File: src/rtl/irl_mask_pkg.sv
package irl_mask_pkg;

  typedef enum int {SET_A = 0, SET_B = 1} irl_set_e;

  localparam int NUM_SETS = 2;

  // Register bit that masks code `code` of set `set`; the upper half serves
  // set A, the lower half set B, and the index falls as the code rises.
  function automatic int mask_bit_idx(input int set, input int code, input int ncodes);
    int top;
    top = (set == SET_A) ? (2 * ncodes - 1) : (ncodes - 1);
    return top - code;
  endfunction

  // A bit is writable unless it is the lowest bit of a half (the idle code slot).
  function automatic bit bit_writable(input int idx, input int ncodes);
    return (idx % ncodes) != 0;
  endfunction

endpackage

File: src/rtl/irl_sync.sv
module irl_sync #(
  parameter int W    = 4,
  parameter logic [W-1:0] IDLE = '1
) (
  input  logic         clk,
  input  logic         rst_n,
  input  logic [W-1:0] d_i,
  output logic [W-1:0] q_o
);
  logic [W-1:0] meta_q;
  logic [W-1:0] stab_q;

  always_ff @(posedge clk or negedge rst_n) begin
    if (!rst_n) begin
      meta_q <= IDLE;
      stab_q <= IDLE;
    end else begin
      meta_q <= d_i;
      stab_q <= meta_q;
    end
  end

  assign q_o = stab_q;
endmodule

File: src/rtl/irl_mask_regs.sv
module irl_mask_regs
  import irl_mask_pkg::*;
#(
  parameter int CODE_W    = 4,
  parameter int ADDR_W    = 2,
  parameter int MASK_ADDR = 0,
  parameter int CLR_ADDR  = 1,
  localparam int NCODES   = 1 << CODE_W,
  localparam int REG_W    = 2 * NCODES
) (
  input  logic              clk,
  input  logic              rst_n,
  input  logic [ADDR_W-1:0] addr_i,
  input  logic              wr_i,
  input  logic [REG_W-1:0]  wdata_i,
  output logic [REG_W-1:0]  rdata_o,
  output logic [REG_W-1:0]  mask_o,
  output logic              set_evt_o,
  output logic              clr_evt_o
);
  logic [REG_W-1:0] wmask;
  logic [REG_W-1:0] mask_q;
  logic [REG_W-1:0] mask_d;
  logic [REG_W-1:0] set_bits;
  logic [REG_W-1:0] clr_bits;

  for (genvar i = 0; i < REG_W; i++) begin : g_wmask
    assign wmask[i] = bit_writable(i, NCODES);
  end

  assign set_evt_o = wr_i && (addr_i == ADDR_W'(MASK_ADDR));
  assign clr_evt_o = wr_i && (addr_i == ADDR_W'(CLR_ADDR));
  assign set_bits  = set_evt_o ? (wdata_i & wmask) : '0;
  assign clr_bits  = clr_evt_o ? (wdata_i & wmask) : '0;

  always_comb begin
    mask_d = (mask_q | set_bits) & ~clr_bits;
  end

  always_ff @(posedge clk or negedge rst_n) begin
    if (!rst_n) mask_q <= '0;
    else        mask_q <= mask_d;
  end

  assign mask_o  = mask_q;
  assign rdata_o = (addr_i == ADDR_W'(MASK_ADDR)) ? mask_q : '0;
endmodule

File: src/rtl/irl_gate.sv
module irl_gate
  import irl_mask_pkg::*;
#(
  parameter int CODE_W  = 4,
  parameter int SET_IDX = 0,
  localparam int NCODES = 1 << CODE_W,
  localparam int REG_W  = 2 * NCODES
) (
  input  logic              clk,
  input  logic              rst_n,
  input  logic [CODE_W-1:0] code_i,
  input  logic              coarse_i,
  input  logic [REG_W-1:0]  mask_i,
  output logic              req_o,
  output logic [CODE_W-1:0] code_o
);
  logic [NCODES-1:0] per_code;
  logic              fine_hit;
  logic              idle_code;
  logic              req_d;
  logic              req_q;
  logic [CODE_W-1:0] code_q;

  // Gather this set's bits into code order.
  for (genvar c = 0; c < NCODES; c++) begin : g_pick
    localparam int BIT = mask_bit_idx(SET_IDX, c, NCODES);
    assign per_code[c] = mask_i[BIT];
  end

  assign fine_hit  = per_code[code_i];
  assign idle_code = &code_i;
  assign req_d     = !idle_code && !coarse_i && !fine_hit;

  always_ff @(posedge clk or negedge rst_n) begin
    if (!rst_n) begin
      req_q  <= 1'b0;
      code_q <= '1;
    end else begin
      req_q  <= req_d;
      code_q <= code_i;
    end
  end

  assign req_o  = req_q;
  assign code_o = code_q;
endmodule

File: src/rtl/irl_mask_unit.sv
module irl_mask_unit
  import irl_mask_pkg::*;
#(
  parameter int CODE_W    = 4,
  parameter int ADDR_W    = 2,
  parameter int MASK_ADDR = 0,
  parameter int CLR_ADDR  = 1
) (
  input  logic                           clk,
  input  logic                           rst_n,
  input  logic [CODE_W-1:0]              irl_a_i,
  input  logic [CODE_W-1:0]              irl_b_i,
  input  logic [1:0]                     coarse_mask_i,
  input  logic [ADDR_W-1:0]              bus_addr_i,
  input  logic                           bus_wr_i,
  input  logic [2*(1<<CODE_W)-1:0]       bus_wdata_i,
  output logic [2*(1<<CODE_W)-1:0]       bus_rdata_o,
  output logic                           req_a_o,
  output logic                           req_b_o,
  output logic [CODE_W-1:0]              code_a_o,
  output logic [CODE_W-1:0]              code_b_o
);
  localparam int NCODES = 1 << CODE_W;
  localparam int REG_W  = 2 * NCODES;

  logic [REG_W-1:0]  mask_w;
  logic              set_evt_w;
  logic              clr_evt_w;
  logic [CODE_W-1:0] raw_code [NUM_SETS];
  logic [CODE_W-1:0] sync_code[NUM_SETS];
  logic [CODE_W-1:0] out_code [NUM_SETS];
  logic              out_req  [NUM_SETS];

  assign raw_code[SET_A] = irl_a_i;
  assign raw_code[SET_B] = irl_b_i;

  irl_mask_regs #(
    .CODE_W(CODE_W), .ADDR_W(ADDR_W), .MASK_ADDR(MASK_ADDR), .CLR_ADDR(CLR_ADDR)
  ) regs_i (
    .clk(clk), .rst_n(rst_n), .addr_i(bus_addr_i), .wr_i(bus_wr_i),
    .wdata_i(bus_wdata_i), .rdata_o(bus_rdata_o), .mask_o(mask_w),
    .set_evt_o(set_evt_w), .clr_evt_o(clr_evt_w)
  );

  for (genvar s = 0; s < NUM_SETS; s++) begin : g_set
    irl_sync #(.W(CODE_W), .IDLE({CODE_W{1'b1}})) sync_i (
      .clk(clk), .rst_n(rst_n), .d_i(raw_code[s]), .q_o(sync_code[s])
    );
    irl_gate #(.CODE_W(CODE_W), .SET_IDX(s)) gate_i (
      .clk(clk), .rst_n(rst_n), .code_i(sync_code[s]), .coarse_i(coarse_mask_i[s]),
      .mask_i(mask_w), .req_o(out_req[s]), .code_o(out_code[s])
    );
  end

  assign req_a_o  = out_req[SET_A];
  assign req_b_o  = out_req[SET_B];
  assign code_a_o = out_code[SET_A];
  assign code_b_o = out_code[SET_B];
endmodule

File: config.mk
export PLATFORM = sky130hd
export DESIGN_NAME = irl_mask_unit
export DESIGN_NICKNAME = d
export VERILOG_FILES = /design/src/rtl/irl_mask_pkg.sv /design/src/rtl/irl_sync.sv /design/src/rtl/irl_mask_regs.sv /design/src/rtl/irl_gate.sv /design/src/rtl/irl_mask_unit.sv
export SDC_FILE = /design/constraint.sdc
export NUM_CORES = 1
export LEC_CHECK = 0
export ABC_AREA = 1
export BUFFER_PORTS_ARGS = -buffer_cell sky130_fd_sc_hd__buf_4
export CAP_MARGIN = 30
export CORE_MARGIN = 4
export CORE_UTILIZATION = 49
export CTS_CLUSTER_SIZE = 10
export DETAILED_ROUTE_END_ITERATION = 16
export GPL_TIMING_DRIVEN = 0
export PLACE_DENSITY = 0.79
export SETUP_SLACK_MARGIN = 0.2
export SLEW_MARGIN = 20
export SYNTH_ARGS = -nofsm -noshare
export SYNTH_HDL_FRONTEND = slang
export SYNTH_SLANG_ARGS = --single-unit
File: constraint.sdc
create_clock -name clk -period 1.48 [get_ports clk]
set_input_delay 0.222 -clock clk [delete_from_list [all_inputs] [get_ports clk]]
set_output_delay 0.222 -clock clk [all_outputs]
set_load 0.05 [all_outputs]
==> flow_summary.json <==
{
  "drc": 0,
  "ff2ff_path_depth": 8,
  "slowest_stage": "dfstp_2",
  "holdWs_ns": 0.0161,
  "place.gp.congestion": 0.815,
  "antenna_found_initial": 0,
  "ys_ff_latch": 56,
  "fin_ws_ns": 0.197,
  "synth_area_per_cell_sq_um": 8.49,
  "cts_max_path_buffers": 2,
  "crit_path_max_incr_delay_ns": 0.57,
  "synth_cell_types": 18,
  "area_growth_pct": 49.3,
  "min_period_over_period_pct": 86.7,
  "cts_tree": "built",
  "cts_inserted_buffers": 5,
  "tns_ns": 0,
  "drive_gt1_share_pct": 45.6,
  "postRouteAntennaNets": 0,
  "first_pass_iters": 5,
  "final_common_cell": "buf_4",
  "fin_nets": 443,
  "cp.depth": 8,
  "die_w_microns": 79.5,
  "ir_drop_mv": 0.605,
  "post-route-util_pct": 77.1,
  "seq_area_sq_um": 1430,
  "grt_pass1_vias": 2128,
  "port_buffers": 84,
  "rsz0062_at_grt": "yes",
  "worst_slew_pin_slew_ns": 0.696,
  "endpoint_kind": "flop",
  "dieArea_sq_um": 6320,
  "path_class": "flop to flop",
  "dp_hpwl_microns": 4290,
  "hold_depth": 1,
  "drtIter0Drc": 157,
  "syn_area_sq_um": 2500,
  "final_cell_mix": "buf_4, inv_1, o21ai_0",
  "setup_violations": 0,
  "yosys_warnings": 0,
  "fp.coreArea_sq_um": 4850,
  "pre_cts_ws_ns": 0.189,
  "fillers": 349,
  "outcome": "completed",
  "p_per_area_nw_per_um2": 1060,
  "core.rowCount": 25,
  "worst-path-buf-inv": 2,
  "max_freq_mhz": 780,
  "grt_overflow": 0,
  "start_kind": "flop",
  "hold_violations": 0,
  "cts.htree.levels": 2,
  "cts.sinks": 56,
  "multi_input_area_sq_um": 890,
  "wl_microns": 6470,
  "path_cells": "buf_8, clkinv_8, nand2_2, nand3_2, nand3_2, nand2_1, nor2_1, nor2_1",
  "diodes": 0,
  "track_usage_pct": 19.5,
  "maxCapViolCount": 0,
  "drt-wirelength-per-cell_microns": 13.9,
  "worstPathArrival_ns": 1.48,
  "slew_headroom_pct": 53.6,
  "num_vias": 2269,
  "cp_max_fo": 8,
  "placed_cell_area_sq_um": 3220,
  "fin_crit_ns": 1.28,
  "io_pins": 89,
  "die_h_microns": 79.5,
  "viasPerCell": 4.89,
  "drv_slew": 0,
  "cts_root_buf": "clkbuf_8",
  "initial_core_util_pct": 51.7,
  "clock_skew_ns": 0.00721,
  "grt_pass1_wl_microns": 9690,
  "synthCells": 295,
  "grt_max_degree": 57,
  "clock_latency_ns": 0.30,
  "crit_family": "flip-flops",
  "clk_pin_slew_ns": 0.10,
  "final_cell_area_sq_um": 3740,
  "min_path_type": "input port to flop",
  "worstPathRequired_ns": 1.68,
  "power_leakage_nw": 1.87,
  "ys_seq_area_share_pct": 57.1
}
-- flip-flops by register name, indices dropped and copies added (netlist names) --
signal,cells
g_set.sync_i.q_o,8
g_set.gate_i.code_o,8
g_set.sync_i.meta_q,8
regs_i.mask_o,30
g_set.gate_i.req_o,2
-- where the power goes --
group          internal, mW  switching [mW]
sequential             1.72          0.0924
combinational         0.396           0.670
clock                 0.597           0.472
-- area by class of cell --
| cell class | instances | area share [%] |
|---|---|---|
| buffer | 13 | 2.81 |
| clock inverter | 1 | 0.803 |
| tap | 67 | 2.24 |
| timing repair buffer | 93 | 22.1 |
| multi-input combinational | 159 | 23.8 |
| sequential | 56 | 38.3 |
| inverter | 68 | 7.36 |
| clock buffer | 7 | 2.58 |
-- metrics by stage --
step	total power, mW	cells
4_1_cts	3.80	456
6_report	3.95	464
3_5_place_dp	2.71	447
5_1_grt	4.13	464
2_1_floorplan	2.39	296
3_3_place_gp	2.69	447
-- repair_timing --
item                                    4_1_cts  5_1_grt
gates resized for setup                      10       82
endpoints found under the hold margin        32        0
buffers inserted                              0        7
gates cloned                                  0        1
endpoints found under the setup margin        7       30
hold buffers                                  1        0
pin swaps                                     0       17
-- final timing paths --
| path | endpoint | slack [ns] | start |
|---|---|---|---|
| setup / recovery | g_set[1].gate_i.req_o | 0.20 | g_set[1].sync_i.q_o[0] |
| hold / removal | g_set[0].sync_i.meta_q[3] | 0.02 | irl_a_i[3] |
| setup reg to reg | g_set[1].gate_i.req_o | 0.20 | g_set[1].sync_i.q_o[0] |
| hold reg to reg | g_set[1].sync_i.q_o[1] | 0.36 | g_set[1].sync_i.meta_q[1] |
| max in group asynchronous | regs_i.mask_o[11] | 0.49 | rst_n |
| min in group asynchronous | regs_i.mask_o[22] | 0.51 | rst_n |
-- synthesized netlist by cell type --
cell type,instances,share of area [%]
a41oi_1,2,0.70
buf_2,3,0.60
buf_4,2,0.60
buf_6,2,0.90
clkbuf_1,6,0.90
conb_1,1,0.15
dfrtp_1,32,32
dfstp_2,24,25
inv_1,65,9.7
inv_2,1,0.15
inv_8,2,0.90
nand2_1,30,4.5
nand2_2,4,1.0
nand3_1,25,5.0
nand3_2,1,0.40
nor2_1,34,5.1
nor2_2,1,0.25
o21ai_0,60,12
-- cell families (layout without fill, tap and decap cells) --
group / count (synthesis) / in the layout / synth area share, %
AOI/OAI and AO/OA: 62 / 62 / 12.7
buffers and inverters: 81 / 182 / 13.8
DFF: 56 / 56 / 57.1
other: 1 / 2 / 0.150
and+or+nand+nor: 95 / 95 / 16.2
-- metal layers --
layer  vias to the layer above  share of wire [%]  GRT usage [%]
met3                         8                5.6           3.16
met4                         0                1.2           5.15
li1                       1103                  -              -
met2                        86                 54           33.5
met5                         -                  0              0
met1                      1072                 39           25.4
Power figures use the tool's default switching activity.
